`src/rtl/cid_pkg.sv`:
```
package cid_pkg;
  localparam int unsigned CID_ADDR_W  = 12;
  localparam logic [CID_ADDR_W-1:0] OFF_LEVEL = 12'hD78;
  localparam logic [CID_ADDR_W-1:0] OFF_TYPE  = 12'hD7C;
  localparam logic [CID_ADDR_W-1:0] OFF_SIZE  = 12'hD80;
  localparam logic [CID_ADDR_W-1:0] OFF_CSEL  = 12'hD84;
  // width of the cache-type field at the bottom of the level descriptor
  localparam int unsigned CTYPE_W = 21;

  typedef enum logic [2:0] {
    SEL_NONE,
    SEL_LEVEL,
    SEL_TYPE,
    SEL_SIZE,
    SEL_CSEL
  } reg_sel_e;
endpackage

```
`src/rtl/cid_decode.sv`:
```
module cid_decode
  import cid_pkg::*;
#(
  parameter int unsigned ADDR_W = CID_ADDR_W
) (
  input  logic [ADDR_W-3:0] word_addr,
  output reg_sel_e          sel
);
  // compare on word offsets only (byte lane bits dropped by the caller, R10)
  always_comb begin
    sel = SEL_NONE;
    if (word_addr == OFF_LEVEL[ADDR_W-1:2]) sel = SEL_LEVEL;
    else if (word_addr == OFF_TYPE[ADDR_W-1:2]) sel = SEL_TYPE;
    else if (word_addr == OFF_SIZE[ADDR_W-1:2]) sel = SEL_SIZE;
    else if (word_addr == OFF_CSEL[ADDR_W-1:2]) sel = SEL_CSEL;
  end
endmodule

```
`src/rtl/cid_sel_bank.sv`:
```
module cid_sel_bank #(
  parameter int unsigned IDX_W = 4
) (
  input  logic             clk,
  input  logic             rst,
  input  logic             wr_en,
  input  logic             wr_secure,
  input  logic [IDX_W-1:0] wr_idx,
  input  logic             rd_secure,
  input  logic             caches_present,
  output logic [IDX_W-1:0] sel_idx
);
  // copy 0 is non-secure, copy 1 is secure
  logic [IDX_W-1:0] copy_q [2];

  for (genvar b = 0; b < 2; b++) begin : g_copy
    localparam logic IS_SEC = (b == 1);
    always_ff @(posedge clk) begin
      if (rst)
        copy_q[b] <= '0;
      else if (wr_en && caches_present && (wr_secure == IS_SEC))
        copy_q[b] <= wr_idx;
    end
  end

  assign sel_idx = caches_present ? copy_q[rd_secure] : '0;

  assert_sec_store_R4: assert property (@(posedge clk) disable iff (rst)
    wr_en && caches_present && wr_secure |=> copy_q[1] == $past(wr_idx));
  assert_ns_store_R4: assert property (@(posedge clk) disable iff (rst)
    wr_en && caches_present && !wr_secure |=> copy_q[0] == $past(wr_idx));
  assert_ns_isolated_R5: assert property (@(posedge clk) disable iff (rst)
    wr_secure |=> $stable(copy_q[0]));
  assert_sec_isolated_R5: assert property (@(posedge clk) disable iff (rst)
    !wr_secure |=> $stable(copy_q[1]));
  assert_no_cache_wi_R7: assert property (@(posedge clk) disable iff (rst)
    !caches_present |=> $stable(copy_q[0]) && $stable(copy_q[1]));
endmodule

```
`src/rtl/cid_size_mux.sv`:
```
module cid_size_mux #(
  parameter int unsigned ENTRIES = 16,
  parameter int unsigned DATA_W  = 32,
  localparam int unsigned IDX_W  = $clog2(ENTRIES)
) (
  input  logic [ENTRIES*DATA_W-1:0] bank_flat,
  input  logic [IDX_W-1:0]          idx,
  output logic [DATA_W-1:0]         entry
);
  logic [DATA_W-1:0] tbl [ENTRIES];

  for (genvar i = 0; i < ENTRIES; i++) begin : g_unpack
    assign tbl[i] = bank_flat[i*DATA_W +: DATA_W];
  end

  assign entry = tbl[idx];
endmodule

```
`src/rtl/cache_id_regfile.sv`:
```
module cache_id_regfile
  import cid_pkg::*;
#(
  parameter int unsigned ADDR_W  = CID_ADDR_W,
  parameter int unsigned DATA_W  = 32,
  parameter int unsigned ENTRIES = 16,
  localparam int unsigned IDX_W  = $clog2(ENTRIES)
) (
  input  logic                      clk,
  input  logic                      rst,
  input  logic [ADDR_W-1:0]         bus_addr,
  input  logic                      bus_rd,
  input  logic                      bus_wr,
  input  logic [DATA_W-1:0]         bus_wdata,
  input  logic                      bus_secure,
  input  logic [DATA_W-1:0]         cfg_level_id,
  input  logic [DATA_W-1:0]         cfg_cache_type,
  input  logic [ENTRIES*DATA_W-1:0] cfg_size_bank,
  output logic [DATA_W-1:0]         bus_rdata
);
  reg_sel_e          sel;
  logic              caches_present;
  logic [IDX_W-1:0]  sel_idx;
  logic [DATA_W-1:0] size_word;
  logic              unused_lane_bits;
  logic              unused_wdata_hi;

  assign unused_lane_bits = ^bus_addr[1:0];
  assign unused_wdata_hi  = ^bus_wdata[DATA_W-1:IDX_W];
  assign caches_present   = |cfg_level_id[CTYPE_W-1:0];

  cid_decode #(.ADDR_W(ADDR_W)) decode_i (
    .word_addr (bus_addr[ADDR_W-1:2]),
    .sel       (sel)
  );

  cid_sel_bank #(.IDX_W(IDX_W)) sel_bank_i (
    .clk            (clk),
    .rst            (rst),
    .wr_en          (bus_wr && (sel == SEL_CSEL)),
    .wr_secure      (bus_secure),
    .wr_idx         (bus_wdata[IDX_W-1:0]),
    .rd_secure      (bus_secure),
    .caches_present (caches_present),
    .sel_idx        (sel_idx)
  );

  cid_size_mux #(.ENTRIES(ENTRIES), .DATA_W(DATA_W)) size_mux_i (
    .bank_flat (cfg_size_bank),
    .idx       (sel_idx),
    .entry     (size_word)
  );

  always_ff @(posedge clk) begin
    if (rst) begin
      bus_rdata <= '0;
    end else if (bus_rd) begin
      case (sel)
        SEL_LEVEL: bus_rdata <= cfg_level_id;
        SEL_TYPE:  bus_rdata <= cfg_cache_type;
        SEL_SIZE:  bus_rdata <= size_word;
        SEL_CSEL:  bus_rdata <= {{(DATA_W-IDX_W){1'b0}}, sel_idx};
        default:   bus_rdata <= '0;
      endcase
    end
  end

  assert_rdata_hold_R3: assert property (@(posedge clk) disable iff (rst)
    !bus_rd |=> $stable(bus_rdata));
  assert_unmapped_zero_R9: assert property (@(posedge clk) disable iff (rst)
    bus_rd && (sel == SEL_NONE) |=> bus_rdata == '0);
  assert_csel_upper_zero_R4: assert property (@(posedge clk) disable iff (rst)
    bus_rd && (sel == SEL_CSEL) |=> bus_rdata[DATA_W-1:IDX_W] == '0);
endmodule

```
`config.mk`:
```
export PLATFORM = sky130hd
export DESIGN_NAME = cache_id_regfile
export DESIGN_NICKNAME = d
export VERILOG_FILES = /design/src/rtl/cid_pkg.sv /design/src/rtl/cid_decode.sv /design/src/rtl/cid_sel_bank.sv /design/src/rtl/cid_size_mux.sv /design/src/rtl/cache_id_regfile.sv
export SDC_FILE = /design/constraint.sdc
export NUM_CORES = 1
export LEC_CHECK = 0
export BUFFER_PORTS_ARGS = -buffer_cell sky130_fd_sc_hd__buf_2
export CAP_MARGIN = 20
export CORE_AREA = 4 4 251 253
export CTS_BUF_LIST = sky130_fd_sc_hd__clkbuf_4
export CTS_CLUSTER_SIZE = 25
export DETAILED_ROUTE_END_ITERATION = 10
export DIE_AREA = 0 0 255 257
export SYNTH_ARGS = -nofsm -noshare
export SYNTH_HDL_FRONTEND = slang
export SYNTH_SLANG_ARGS = --single-unit
```
`constraint.sdc`:
```
create_clock -name clk -period 2.6 [get_ports clk]
set_input_delay 0.26 -clock clk [delete_from_list [all_inputs] [get_ports clk]]
set_output_delay 0.26 -clock clk [all_outputs]
set_load 0.1 [all_outputs]
```
Yosys cells after proc, flatten, opt, wreduce, memory -nomap -nowiden
Memory sizes are Yosys's and may differ from the RTL's.
Index checks and enable logic that the tools add are counted.
- RAM bits: 8
- input bits: 625
- word-level logic and storage cells: 39
- output and inout bits: 32
- register bits after elaboration: 32
- latch bits: 0
- bits in read-only memories: 0
- memories: 1
- memories (name ; depth ; width ; read ports ; clocked after memory_dff ; write ports ; RTL line ; RTL):
    sel_bank_i.copy_q ; 2 ; 4 ; 1 ; 0 ; 2 ; cid_sel_bank.sv:14 ; logic [IDX_W-1:0] copy_q [2];
- shift-type cells: 0
- divide/modulo/power cells: 0
- multiply operators: 0
- multiplexer cells: 19
- reduce and logical (&&, ||, !) cells: 5
- equality and inequality tests: 8
- $add $sub $neg: 0
- bitwise logic cells: 4
- $lt $le $gt $ge: 1
- operators by type and width (kind ; count):
    binary-select mux 32 bit (select 4 bit) ; 1
    one-hot mux 32 bit (4 select lines) ; 1
    2-to-1 mux 32 bit ; 2
    equality test 10 bit (second input constant) ; 4
    OR reduction 21 bit ; 1
    2-to-1 mux 3 bit ; 4
    2-to-1 mux 4 bit ; 3
    2-to-1 mux 1 bit ; 8
    equality test 3 x 2 -> 1 bit (second input constant) ; 2
    greater-or-equal comparator 5 bit (second input constant) ; 1
    inverter 4 -> 5 bit ; 1
    logical AND 1 bit ; 4
    equality test 3 x 1 -> 1 bit (second input constant) ; 1
    equality test 3 bit (second input constant) ; 1
    OR 1 bit ; 2
    inverter 1 bit ; 1

Depth between registers and ports, before layout
Gate-level depths: netlist (run 1).
- depth in word-level cells: 13
- depth in mapped cells: 10
- mapped depth without buffers: 6

Hierarchy
From an unflattened synthesis (run 1), not the netlist that was laid out.
- cells, all modules: 512
- area total of the unflattened synthesis: 6015.8 um^2
- modules (own cells, without submodules) (module ; area each (um^2) ; sequential area each (um^2) ; instances ; cells each):
    cid_size_mux ; 3728.6 ; 0.0 ; 1 ; 271
    cache_id_regfile ; 1791.7 ; 640.6 ; 1 ; 201
    cid_sel_bank ; 402.9 ; 240.2 ; 1 ; 30
    cid_decode ; 92.6 ; 0.0 ; 1 ; 10

Least setup slack after synthesis (run 1)
OpenSTA, ideal clock, no wires.
- path type: in2reg
- from: input port bus_addr[6]
- to: memory sel_bank_i.copy_q[0][0] (enable)
- arrival time: 1.591 ns
- slack: 0.648 ns
- path buffers: 0
- stages on the path: 4
- data required time: 2.239 ns
- setup time: 0.361 ns
- cell sequence: or4b_4 -> nor3_1 -> nand4_1 -> o21ai_0
- RTL lines (item ; RTL line ; RTL):
    start: declaration ; cache_id_regfile.sv:11 ; input logic [ADDR_W-1:0] bus_addr,
    end: declaration ; cid_sel_bank.sv:14 ;

Worst setup path after layout (run 1)
- from: memory sel_bank_i.copy_q[1][2]
- to: register bus_rdata[14]
- longest elaborated chain between the ends: 7
- RTL lines (item ; RTL line ; RTL):
    memory read (2 x 4 bit) ; - ;
    2-to-1 mux 4 bit ; cid_sel_bank.sv:26 ; assign sel_idx = caches_present ? copy_q[rd_secure] : '0;
    inverter 4 -> 5 bit (not written as such) ; cid_size_mux.sv:16 ; assign entry = tbl[idx];
    binary-select mux 32 bit (select 4 bit) ; cid_size_mux.sv:16 ;
    2-to-1 mux 32 bit (not written as such) (2 in a row) ; cid_size_mux.sv:16 ;
    one-hot mux 32 bit (4 select lines) ; cache_id_regfile.sv:58 ; case (sel)
    end signal: assignment ; cache_id_regfile.sv:59 ; SEL_LEVEL: bus_rdata <= cfg_level_id;
    end signal: assignment ; cache_id_regfile.sv:60 ; SEL_TYPE: bus_rdata <= cfg_cache_type;
    end signal: assignment ; cache_id_regfile.sv:61 ; SEL_SIZE: bus_rdata <= size_word;
    end: declaration ; cache_id_regfile.sv:19 ; output logic [DATA_W-1:0] bus_rdata
Every way passes these cells. The select of a mux whose other input is x is not followed.
A chain may end at the register's enable or synchronous reset.

==> impl.org, run 1 <==
** Outcome
- Outcome :: finished, final reports clean

** Hold path
- The worst hold path belongs to the class primary input to flop.
- The worst hold path terminates at sel_bank_i.copy_q[0][3].
- The worst hold path was traced through 2 stages.
- Start point of the worst min-delay path :: bus_wdata[3]

** Placement
- Dpl ws :: -0.2116 ns
- Final RePlAce weighted congestion :: 0.9027
- Count of buffers inserted at the top-level ports :: 626
- After legalization and detailed placement, the total HPWL measured 48.84 mm.

** Clock network
- The clock passes through at most 2 buffers.
- Clock-pin transition on the worst setup and hold timing paths :: 0.21 ns
- Num CTS Buffers :: 5
- Worst skew pair latency :: 0.44 ns
- CTS tree :: built
- Clock tree synthesis found a total of 40 sinks.
- Number of levels the H-tree was split into :: 2
- Root buffer cell :: clkbuf_4

** Floorplan
- Horizontal die dimension :: 255 um
- Area of the core region :: 61030 um^2
- Chip Height :: 257 um
- Die ar. :: 65540 um^2
- After floorplanning, the core was divided into 91 placement rows.
- For this design the top-level I/O count stands at 657.
- Initial Util :: 0.1154

** Global routing
- Across every metal layer, demand over resource in global routing totals 0.1618.
- Maximum number of pins on one net before global-route repair :: 67
- Number of global-route vias before repair :: 10800
- First-pass GRT wire length :: 76.70 mm
- Global routing finished with a remaining overflow of 0.
- Initial antenna violation count :: 21

** Drt
- Routed wire length per instance :: 23.91 um
- For this block, the initial DRC count from the detailed router was 1088.
- After detailed routing, the number of vias per cell comes to 4.668.
- Residual DRC count :: 0
- The first detailed-routing pass ran for 6 iterations.
- Total detailed-routing wirelength :: 58.14 mm
- Once detail routing completed, the nets flagged for antenna violations numbered 0.
- The final route contains 11350 vias.

** Timing
- Final sum of negative setup slack :: 0 ns
- Counting I/O delays and the setup requirement, the final critical path takes 2.513 ns.
- Headroom to the max-slew limit came out at 0.2216.
- For the pin with the worst max-slew slack, the measured transition is 1.166 ns.
- Final Hold Violating Endpoints :: 0
- Count of pins over their slew limit :: 0
- Hold timing on the final database bottoms out at a slack of 0.08998 ns.
- Derived from the worst setup path, the maximum achievable clock frequency is 397.9 MHz.
- Setup Viol. Count Final :: 0
- Dividing the final minimum period by the clock period gives 0.9667.
- The worst path meets setup with 0.08668 ns of slack.
- Unrepaired setup endpoints after global routing :: no
- Clock skew on the completed layout was measured at 0.03056 ns.

** Synth
- Of the total synthesized cell area, the portion taken by XOR and XNOR cells is 0.
- In the post-synthesis netlist, the biggest area contributors are mux2_2, dfxtp_1, nor2_1.
- Synthesis warning total :: 0
- Adder-Cell Fraction of Synth Area :: 0
- Biggest area consumer among synthesized cells :: mux2_2
- Post-synth cell types :: 58
- Sequential share of the synthesized area :: 0.1251
- The synthesized design contains 40 register bits.
- The synthesized design contains 8 enable-type register cells.
- For this run, the leading register cell type out of synthesis is dfxtp_1.
- The share of synthesized area in the top cell type comes to 0.1023.
- Sorting the synthesized cells by how often they occur yields nor2_1, nand2_1, clkbuf_1, mux2_2, o22ai_1.
- Post-synth net total :: 1627
- Count leader, synth :: nor2_1
- Of the total synthesized cell area, the portion taken by AND, OR, NAND and NOR gates is 0.2480.
- In the synthesized netlist the async set-or-reset flop fraction comes to 0.
- Cell count after synthesis :: 1002
- The cell area that synthesis handed to floorplanning was 7043 um^2.
- The portion of synthesized area spent on multiplexers is 0.1238.
- Average size of a mapped cell :: 7.029 um^2
- Dominant combinational cell family by area after synthesis :: compound AO/OA/AOI/OAI gates
- The synthesized-area fraction occupied by ao, oa, aoi and oai cells came to 0.4269.

** Critical path
- STA classifies the critical path endpoint as a flop.
- Peak fanout along the critical path :: 26
- Critical path's largest stage delay :: 0.94 ns
- For the worst setup path, the data arrival time is 2.87 ns.
- The largest individual stage delay along the critical path comes from the cell nor2_2.
- Crit path kind :: flop to flop
- The worst register-to-register path begins at sel_bank_i.copy_q[1][2].
- The endpoint identified for the worst register-to-register timing path is bus_rdata[14].
- Critical path data required time :: 2.96 ns
- Worst-case register-to-register setup slack :: 0.09 ns
- Worst Reg-to-Reg Cells :: 6
- STA classifies the critical path startpoint as a flop.
- Cell breakdown of the critical path :: mux2_2 -> buf_12 -> o21ai_2 -> nor2_2 -> a32oi_1 -> o21ai_1

** Pwr
- Max IR drop VDD :: 210.2 uV
- In this run the static leakage power is 5.377 nW.
- Power comes to 3.147 mW.
- Power density normalized to cell area :: 260.1 nW/um^2

** Layout
- In the final design database the tool counted 2259 nets.
- Fill cell total of the finished layout :: 6959
- From synthesis to final layout, the design area changed by 71.79%.
- Of the cells placed in the final design, the portion with a size suffix greater than 1 is 0.5144.
- Core utilization of the finished layout :: 0.1983

** Run
- MaxCap Viol Count :: 0
-- cells by family (layout without fill, tap and decap cells) --
logic type,count (synthesis),after routing
DFF,40,40
muxes,74,74
AOI/OAI and AO/OA,410,410
buffers and inverters,121,753
and+or+nand+nor,357,358
other,0,7
-- timing repair --
action	in CTS	in global routing
resized for setup	0	4
buffers inserted	0	0
endpoints found under the hold margin	0	0
endpoints found under the setup margin	0	5
hold buffers	0	0
-- cell usage in the layout, fill, tap and decap left out, types with 27 or more instances in the layout --
cell	synthesis	layout
buf_2	39	626
nor2_1	151	149
buf_4	7	81
nand2_1	71	71
mux2_2	64	64
o22ai_1	57	57
o21ai_0	53	52
and3_1	39	39
a21oi_1	37	35
and2_1	32	32
dfxtp_1	32	32
buf_12	0	32
nor3_1	31	31
a22oi_1	31	31
o221ai_1	31	31
a221oi_1	28	28
o211ai_1	28	28
o21ai_1	28	28
a32oi_1	28	27
o311a_1	27	27
a221o_1	27	27
-- registers in the layout (all words and copies together) (netlist names) --
name               cells
sel_bank_i.copy_q      8
bus_rdata             32
-- worst max path at each step --
stage	start	to	slack (ns)	cells after the start
2_1_floorplan	bus_addr[6]	sel_bank_i.copy_q[0][0]	0.65	4
3_3_place_gp	cfg_level_id[13]	bus_rdata[18]	-0.22	10
3_5_place_dp	cfg_level_id[13]	bus_rdata[18]	-0.21	10
4_1_cts	sel_bank_i.copy_q[0][0]	bus_rdata[6]	0.06	9
5_1_grt	sel_bank_i.copy_q[0][2]	bus_rdata[1]	0.01	6
6_report	sel_bank_i.copy_q[1][2]	bus_rdata[14]	0.09	6
-- through the flow --
stage               instance area, um^2  std cells
finish                            12100       2432
global route                      12100       2431
CTS                               12060       2424
detailed placement                11980       2416
global placement                  11980       2416
floorplan                          7043       1002
-- metal layers --
metal	share of wire	wire [um]	global-route usage	vias up
met3	0.090	5204	0.03083	75
met4	0.021	1238	0.03728	12
met2	0.46	26540	0.2692	678
met5	0.0013	76	0	-
met1	0.43	25090	0.2165	5354
li1	-	-	-	5234
-- layout make-up --
class / instances / area, um^2 / share of cell area
Inverter: 6 / 22.52 / 0.001861
Timing Repair Buffer: 739 / 4382 / 0.3622
Sequential cell: 40 / 880.8 / 0.07280
Multi-Input combinational cell: 842 / 5724 / 0.4731
Antenna cell: 7 / 17.52 / 0.001448
Clock buffer: 5 / 37.54 / 0.003102
Clock inverter: 3 / 46.29 / 0.003826
Tap cell: 790 / 988.4 / 0.08170
-- worst max-delay path, delay by kind of cell (launching register included) --
family,cells,cell delay [ns]
simple gates,1,0.94
compound gates,3,0.56
flops,1,0.42
mux,1,0.29
buf+inv,1,0.21
-- power by group --
group / leakage, nW / switching (mW) / internal [mW]
Combinational: 5.00 / 1.03 / 0.938
Sequential: 0.334 / 0.00644 / 0.640
Clock: 0.0419 / 0.326 / 0.206
Power figures use the tool's default switching activity.
==> run 2: changes to the inputs <==
Settings changed: CORE_AREA 4 4 251 253 to 4 4 254 256, DIE_AREA 0 0 255 257 to 0 0 258 260, RECOVER_POWER from default to 50, SYNTH_HIERARCHICAL from default to 1.
==> run 2 against run 1 <==
Net effect:
- the flow now finishes with violations (negative setup slack)
- first-iteration DRC count is 53% lower
- synthesized cell count is 49% lower
- routed wire length is 8.1% lower
- final cell count is 15% lower
- non-clock buffer count is 4 higher
- total power is 0.71% lower
- count of clock-buffer cells in the layout is 2 higher
- critical endpoint is now bus_rdata[10]
==> impl.org, run 2 <==
** Placement
- Detailed placement HPWL :: 46.05 mm (was 48.84 mm)
- Number of placed instances with taps included :: 2024 (was 2416)
- The count of buffers from port buffering is 626 (unchanged).
- The worst setup slack before clock tree synthesis was -1.414 ns (was -0.2116 ns).
- Final RePlAce weighted congestion :: 0.8982 (was 0.9027)

** Synth
- Synthesis warning total :: 6 (was 0)
- Cell count after synthesis :: 512 (was 1002)
- Xor/xnor cell area share of the yosys netlist :: 0 (unchanged)
- Most frequently used flop master after synthesis :: dfxtp_1 (unchanged)
- The share of synthesized flip-flops with an asynchronous set or reset was 0 (unchanged).
- Post-synth net total :: 1137 (was 1627)
- The number of flops mapped to enable cells by yosys came to 8 (unchanged).
- Biggest area consumer among synthesized cells :: mux4_2 (was mux2_2)
- Count leader, synth :: mux4_2 (was nor2_1)
- The area of the mapped netlist is 6016 um^2 (was 7043 um^2).
- Simple-gate share of the synthesized area :: 0.09900 (was 0.2480)
- The post-synthesis cell type count came to 38 (was 58).
- Top cell types by occurrence after synthesis :: mux4_2, a22oi_1, nand2_1, dfxtp_1, mux2_2 (was nor2_1, nand2_1, clkbuf_1, mux2_2, o22ai_1)
- Share of the synthesized area in the top cell type :: 0.4792 (was 0.1023)
- Biggest area contributors in the synthesized netlist: mux4_2, a22oi_1, dfxtp_1 (was mux2_2, dfxtp_1, nor2_1).
- Adder-Cell Fraction of Synth Area :: 0 (unchanged)
- The total of flip-flops plus latches after synthesis was 40 (unchanged).
- Sequential share of the synthesized area :: 0.1464 (was 0.1251)
- Post-synthesis mux area share :: 0.5399 (was 0.1238)
- The synthesized-area fraction occupied by ao, oa, aoi and oai cells is 0.1616 (was 0.4269).
- Dominant combinational cell family by area after synthesis :: multiplexers (was compound AO/OA/AOI/OAI gates)
- The average cell area after synthesis was 11.75 um^2 (was 7.029 um^2).

** Timing
- Final sum of negative setup slack :: -12.33 ns (was 0 ns)
- Pin slew with the least headroom to its limit :: 1.332 ns (was 1.166 ns)
- Clock period minus worst slack :: 3.073 ns (was 2.513 ns)
- The final worst clock skew is 0.04427 ns (was 0.03056 ns).
- Unrepaired setup endpoints after global routing: yes (was no).
- Headroom to the max-slew limit :: 0.1159 (was 0.2216)
- Setup Viol. Count Final :: 32 (was 0)
- The max-slew violation count was 0 (unchanged).
- PnR worst setup slack :: -0.4729 ns (was 0.08668 ns)
- The hold slack came to 0.1095 ns (was 0.08998 ns).
- Final Hold Violating Endpoints :: 0 (unchanged)
- The maximum frequency from static timing analysis is 325.4 MHz (was 397.9 MHz).
- The final clock period utilization by the worst path was 1.182 (was 0.9667).

** Hold path
- The class of the most critical hold timing path is primary input to flop (unchanged).

** Outcome
- Outcome :: complete, but fails checks (was finished, final reports clean)
- The final reports fail on negative setup slack.

** Layout
- Most used cells in the layout excluding fill and tap cells :: buf_2, mux4_2, buf_4 (was buf_2, nor2_1, buf_4)
- Leading registers by flop count :: bus_rdata (32), sel_bank_i/copy_q (8) (was bus_rdata (32), sel_bank_i.copy_q (8))
- The relative area change from synthesis to final layout was 97.71% (was 71.79%).
- Top reg by flops :: bus_rdata (unchanged)
- Commonest non-fill, non-tap cell in the layout :: buf_2 (unchanged)
- The layout net count was 1827 (was 2259).
- Fill cell total of the finished layout :: 6989 (was 6959)
- Core utilization of the finished layout :: 0.1903 (was 0.1983)
- The filler-free cell count of the finished design is 2069 (was 2432).
- Max reg flops :: 32 (unchanged)
- The fraction of layout instances using a drive strength above 1 is 0.8229 (was 0.5144).

** Critical path
- The maximum fanout along the worst path is 8 (was 26).
- The worst stage delay on the critical path was 0.54 ns (was 0.94 ns).
- The count of buffering cells on the critical path with inverters included was 4 (was 1).
- Critical path data required time :: 2.88 ns (was 2.96 ns)
- Category of the worst setup path capture point :: flop (unchanged)
- Critical Path AT :: 3.35 ns (was 2.87 ns)
- Cell type of the slowest stage on the worst timing path :: or4_4 (was nor2_2)
- The startpoint class of the critical path is a primary input (was flop).
- Cell breakdown of the critical path: buf_6 -> or4_4 -> or4_4 -> nor2b_4 -> buf_6 -> buf_16 -> mux4_2 -> a22oi_2 -> buf_6 -> nand2_1 -> mux2_4 -> a22oi_1 -> o21ai_1 (was mux2_2 -> buf_12 -> o21ai_2 -> nor2_2 -> a32oi_1 -> o21ai_1).
- Delay-heaviest family, CP :: simple AND/OR/NAND/NOR gates (unchanged)
- Among the stages of the critical path, the cell type that occurs most often is buf_6.
- The critical path start-end classification is primary input to flop (was flop to flop).

** Global routing
- Initial antenna violation count :: 44 (was 21)
- First-pass GRT wire length :: 69.06 mm (was 76.70 mm)
- The remaining global-route overflow came to 0 (unchanged).
- The largest net degree at the start of global routing is 32 (was 67).
- The total routing resource utilization after global routing is 0.1480 (was 0.1618).
- Number of global-route vias before repair :: 8766 (was 10800)

** Floorplan
- The floorplan die height is 260 um (was 257 um).
- Initial Util :: 0.09624 (was 0.1154)
- The area of the core region is 62500 um^2 (was 61030 um^2).
- Number of standard-cell rows in the floorplan :: 92 (was 91)
- Boundary pin count :: 657 (unchanged)
- Die ar. :: 67080 um^2 (was 65540 um^2)
- Horizontal die dimension :: 258 um (was 255 um)

** Drt
- The total iterations of the first detailed-routing run was 5 (was 6).
- Via count :: 8424 (was 11350)
- Detailed-route vias per instance :: 4.072 (was 4.668)
- Routed wire length per instance :: 25.82 um (was 23.91 um)
- Residual DRC count :: 0 (unchanged)
- Total detailed-routing wirelength :: 53.42 mm (was 58.14 mm)
- Residual antenna-violating net count after detailed routing :: 0 (unchanged)
- The iteration-0 DRC count of the detailed router was 513 (was 1088).

** Clock network
- Worst skew pair latency :: 0.41 ns (was 0.44 ns)
- Num CTS Buffers :: 5 (unchanged)
- The H-tree depth is 2 (unchanged).
- The clock tree root buffer cell was clkbuf_4 (unchanged).
- The CTS sink count came to 40 (unchanged).
- The TritonCTS clock tree was built (unchanged).
- The clock-pin transition on the worst setup and hold timing paths was 0.19 ns (was 0.21 ns).
- Maximum count of clock buffers along a single path :: 2 (unchanged)

** Run
- MaxCap Viol Count :: 0 (unchanged)

** Pwr
- The maximum resistive drop on vdd was 165.5 uV (was 210.2 uV).
- Leakage component of the power :: 5.031 nW (was 5.377 nW)
- The power per standard cell area came to 262.7 nW/um^2 (was 260.1 nW/um^2).
[run 2: worst min-delay path, stage by stage]
cell,delay [ns]
buf_2,0.08
a22oi_2,0.06
o21ai_1,0.10
[run 2: path summary, 6_finish.rpt]
kind                            cells after the start                    start  slack, ns            end
worst min register to register                      2            bus_rdata[23]       0.46  bus_rdata[23]
worst min-delay path                                3       cfg_cache_type[30]       0.11  bus_rdata[30]
worst max-delay path                               13         cfg_level_id[19]      -0.47  bus_rdata[10]
worst max register to register                     10  sel_bank_i/copy_q[1][0]      -0.28   bus_rdata[5]
[run 2: layout make-up]
class,instances,area [um^2],area share
clock buffers,7,52.55,0.004418
clock inverters,1,8.758,0.0007364
diodes,20,50.05,0.004208
repair buffers,743,4437,0.3730
flip-flops and latches,40,880.8,0.07406
multi-input cells,411,5403,0.4542
inverters,1,3.754,0.0003156
well taps,846,1059,0.08900
[run 2: stage by stage]
step / instance area [um^2] / power (mW)
floorplan: 6080 / 1.459
global placement: 10840 / 2.475
detailed placement: 10860 / 2.495
CTS: 11700 / 3.151
global route: 11880 / 3.312
finish: 11890 / 3.124
[run 2: routing by layer]
layer / vias to the layer above / wire length (um) / track usage
met2: 609 / 25060 / 0.2450
li1: 3611 / - / -
met3: 102 / 5377 / 0.04402
met5: - / 159 / 0
met4: 28 / 1951 / 0.05456
met1: 4074 / 20870 / 0.1825
[run 2: what timing repair did]
| action | in CTS | in global routing |
|---|---|---|
| endpoints found under the hold margin | 0 | 0 |
| setup endpoints to repair | 32 | 32 |
| hold buffers | 0 | 0 |
| buffers inserted | 14 | 4 |
| gates resized for setup | 130 | 45 |
| cloned | 5 | 0 |
| pin swaps | 61 | 35 |
[run 2: cell families after synthesis]
group,Yosys count
muxes,161
AOI/OAI and AO/OA,137
and+or+nand+nor,113
buffers and inverters,61
DFF,40
[run 2: report_power, final]
group / total, mW / internal (mW) / switching, mW / leakage, nW
clock: 0.405 / 0.130 / 0.275 / 0.0365
sequential: 0.640 / 0.638 / 0.00191 / 0.333
combinational: 2.08 / 1.15 / 0.933 / 4.66
==> run 3: changes to the inputs <==
Settings changed: GPL_TIMING_DRIVEN from default to 0, SKIP_LAST_GASP from default to 1.
==> run 3 against run 2 <==
Net effect:
- core utilization decreased by 0.65 points
- critical path depth decreased by 1
- critical endpoint unchanged
- fmax decreased by 5.1%
- routed wire length increased by 5.6%
- highest routed layer unchanged
- via count increased by 1.1%
- count of clock-buffer cells in the layout decreased by 2
- the run still ends with negative setup slack left
- largest cell class unchanged
- sequential share of layout area increased by 0.26 points
==> impl.org, run 3 (same netlist as run 2, synthesis figures left out) <==
** Layout
- Fill cell total of the finished layout :: 7121 (was 6989)
- Area grow syn2layout :: 90.99% (was 97.71%)
- The utilization after layout is 0.1838 (was 0.1903).
- Most used cells in the layout excluding fill and tap cells: buf_2, mux4_2, a22oi_2 (was buf_2, mux4_2, buf_4).
- The most flop-heavy register was bus_rdata (unchanged).
- Max reg flops :: 32 (unchanged)
- The post-route standard cell area excluding fillers came to 11490 um^2 (was 11890 um^2).
- The fraction of layout instances using a drive strength above 1 came to 0.8135 (was 0.8229).
- Leading registers by flop count :: bus_rdata (32), sel_bank_i/copy_q (8) (unchanged)
- Commonest non-fill, non-tap cell in the layout :: buf_2 (unchanged)
- Net total in the final layout :: 1798 (was 1827)

** Pwr
- Power density normalized to cell area :: 268.4 nW/um^2 (was 262.7 nW/um^2)
- The part of the total power dissipated in the clock network was 0.113 (was 0.129).
- Portion of total power attributed to sequential cells :: 0.207 (was 0.205)
- Switching part of the total :: 0.4139 (was 0.3871)
- The maximum resistive drop on vdd is 140.3 uV (was 165.5 uV).
- Power spent charging and discharging nets :: 1.277 mW (was 1.209 mW)
- The static power due to leakage was 4.792 nW (was 5.031 nW).
- Internal :: 1.808 mW (was 1.915 mW)
- The combinational power share was 0.680 (was 0.666).

** Critical path
- Worst setup SP type :: primary input (unchanged)
- The worst stage delay on the critical path came to 0.54 ns (about the same).
- The maximum fanout along the worst path was 8 (unchanged).
- Critical Path AT :: 3.52 ns (was 3.35 ns)
- The slowest library cell on the worst path is or4_4 (unchanged).
- Category of the worst setup path capture point :: flop (unchanged)
- Critical path data required time :: 2.88 ns (about the same)
- Crit path kind :: primary input to flop (unchanged)
- Cell breakdown of the critical path: buf_6 -> or4_4 -> or4_4 -> nor2b_4 -> buf_12 -> buf_16 -> mux4_2 -> a22oi_2 -> nand2_1 -> mux2_4 -> a22oi_2 -> o21ai_1 (was buf_6 -> or4_4 -> or4_4 -> nor2b_4 -> buf_6 -> buf_16 -> mux4_2 -> a22oi_2 -> buf_6 -> nand2_1 -> mux2_4 -> a22oi_1 -> o21ai_1).

** Placement
- The instance area at placement is 10270 um^2 (was 10860 um^2).
- Count of buffers inserted at the top-level ports :: 626 (unchanged)
- The worst setup slack before clock tree synthesis is -2.197 ns (was -1.414 ns).
- Detailed placement HPWL :: 48.40 mm (was 46.05 mm)
- Final RePlAce weighted congestion :: 0.8919 (was 0.8982)

** Timing
- The max-slew violation count is 0 (unchanged).
- The final clock period utilization by the worst path came to 1.245 (was 1.182).
- Headroom to the max-slew limit :: 0.1697 (was 0.1159)
- The setup slack of the critical path after layout was -0.6382 ns (was -0.4729 ns).
- Unrepaired setup endpoints after global routing :: yes (unchanged)
- The minimum clock period after layout was 3.238 ns (was 3.073 ns).
- The number of setup violations in the final report was 32 (unchanged).
- Worst clock skew :: 0.01555 ns (was 0.04427 ns)
- Max frequency :: 308.8 MHz (was 325.4 MHz)
- The hold slack was 0.1449 ns (was 0.1095 ns).
- The final setup TNS came to -16.45 ns (was -12.33 ns).
- The pin slew with the least headroom to its limit came to 1.251 ns (was 1.332 ns).
- Final Hold Violating Endpoints :: 0 (unchanged)

** Floorplan
- Boundary pin count :: 657 (unchanged)
- Horizontal die dimension :: 258 um (unchanged)
- Number of standard-cell rows in the floorplan :: 92 (unchanged)
- The area of the core region is 62500 um^2 (unchanged).
- Die ar. :: 67080 um^2 (unchanged)
- The starting density of the core was 0.09624 (unchanged).
- Chip Height :: 260 um (unchanged)

** Global routing
- The total routing resource utilization after global routing is 0.1540 (was 0.1480).
- The via count of the first global-routing pass is 8820 (was 8766).
- The remaining global-route overflow is 0 (unchanged).
- First-pass GRT wire length :: 70.82 mm (was 69.06 mm)
- The largest net degree at the start of global routing was 13 (was 32).
- The initial antenna violation count was 50 (was 44).

** Clock network
- CTS tree :: built (unchanged)
- The clock tree root buffer cell is clkbuf_4 (unchanged).
- The total CTS buffers is 5 (unchanged).
- Worst skew pair latency :: 0.39 ns (was 0.41 ns)
- The quantity of hold-fixing buffers added after cts was 0 (unchanged).
- Number of levels the H-tree was split into :: 2 (unchanged)
- Number of sinks driven by the clock tree :: 40 (unchanged)
- The largest buffer count on any clock path was 2 (unchanged).
- Clock-pin transition on the worst setup and hold timing paths :: 0.15 ns (was 0.19 ns)

** Outcome
- Failing checks: negative setup slack (unchanged).
- Outcome: complete, but fails checks (unchanged).

** Run
- The max-cap violation count is 0 (unchanged).

** Drt
- Detailed router's first-iteration violation count :: 655 (was 513)
- Total detailed-routing wirelength :: 56.41 mm (was 53.42 mm)
- The via-per-instance ratio is 4.183 (was 4.072).
- Pre-antenna DRT Iters :: 5 (unchanged)
- The number of antenna-violating nets in the routed design came to 0 (unchanged).
- The average wire per cell in the routed design came to 27.71 um (was 25.82 um).
- Residual DRC count :: 0 (unchanged)
- The number of vias in the routed layout was 8517 (was 8424).

** Hold path
- Worst hold path type :: primary input to flop (unchanged)
run 3: what timing repair did:
item,in CTS,in global routing
cloned,2,3
buffers inserted,13,16
resized for setup,189,50
pin swaps,59,42
setup endpoints to repair,32,32
run 3: layout make-up:
class | instances | area (um^2) | area share
antenna | 16 | 40.04 | 0.003485
buffer | 55 | 549.3 | 0.04781
clock buffer | 5 | 37.54 | 0.003267
clock inverter | 3 | 13.76 | 0.001198
inverter | 1 | 3.754 | 0.0003267
multi-input combinational | 411 | 5370 | 0.4674
sequential | 40 | 880.8 | 0.07666
tap | 846 | 1059 | 0.09213
timing repair buffer | 659 | 3536 | 0.3077
run 3: power groups by stage:
| stage | Clock [mW] | Combinational (mW) | Sequential [mW] |
|---|---|---|---|
| 6_report | 0.347 | 2.10 | 0.640 |
| 5_1_grt | 0.389 | 2.25 | 0.641 |
| 4_1_cts | 0.372 | 2.06 | 0.640 |
| 3_3_place_gp | 0 | 1.78 | 0.653 |
| 2_1_floorplan | 0 | 0.806 | 0.653 |
| 3_5_place_dp | 0 | 1.80 | 0.653 |
run 3: final timing paths:
| check | from | endpoint | slack, ns | depth (start not counted) |
|---|---|---|---|---|
| min reg2reg | bus_rdata[10] | bus_rdata[10] | 0.46 | 2 |
| max | cfg_level_id[11] | bus_rdata[10] | -0.64 | 12 |
| max reg2reg | sel_bank_i/copy_q[1][2] | bus_rdata[10] | -0.23 | 9 |
| min | cfg_cache_type[4] | bus_rdata[4] | 0.14 | 3 |
run 3: worst max-delay path, delay by kind of cell:
| family | cells | cell delay (ns) |
|---|---|---|
| AO/OA/AOI/OAI | 3 | 0.68 |
| multiplexers | 2 | 0.77 |
| buffers and inverters | 3 | 0.41 |
| AND/OR/NAND/NOR | 4 | 1.35 |
run 3: per-stage QoR:
stage	power, mW	std cells
5_1_grt	3.280	2031
3_5_place_dp	2.455	1984
6_report	3.084	2036
3_3_place_gp	2.436	1984
2_1_floorplan	1.459	512
4_1_cts	3.071	2006
run 3: layer usage:
metal  up-vias  GRT usage  part of all wire
met3       129    0.03876             0.094
met4        28    0.05139             0.039
met1      4173     0.1980              0.40
met5         -          0            0.0033
li1       3548          -                 -
met2       639     0.2526              0.46
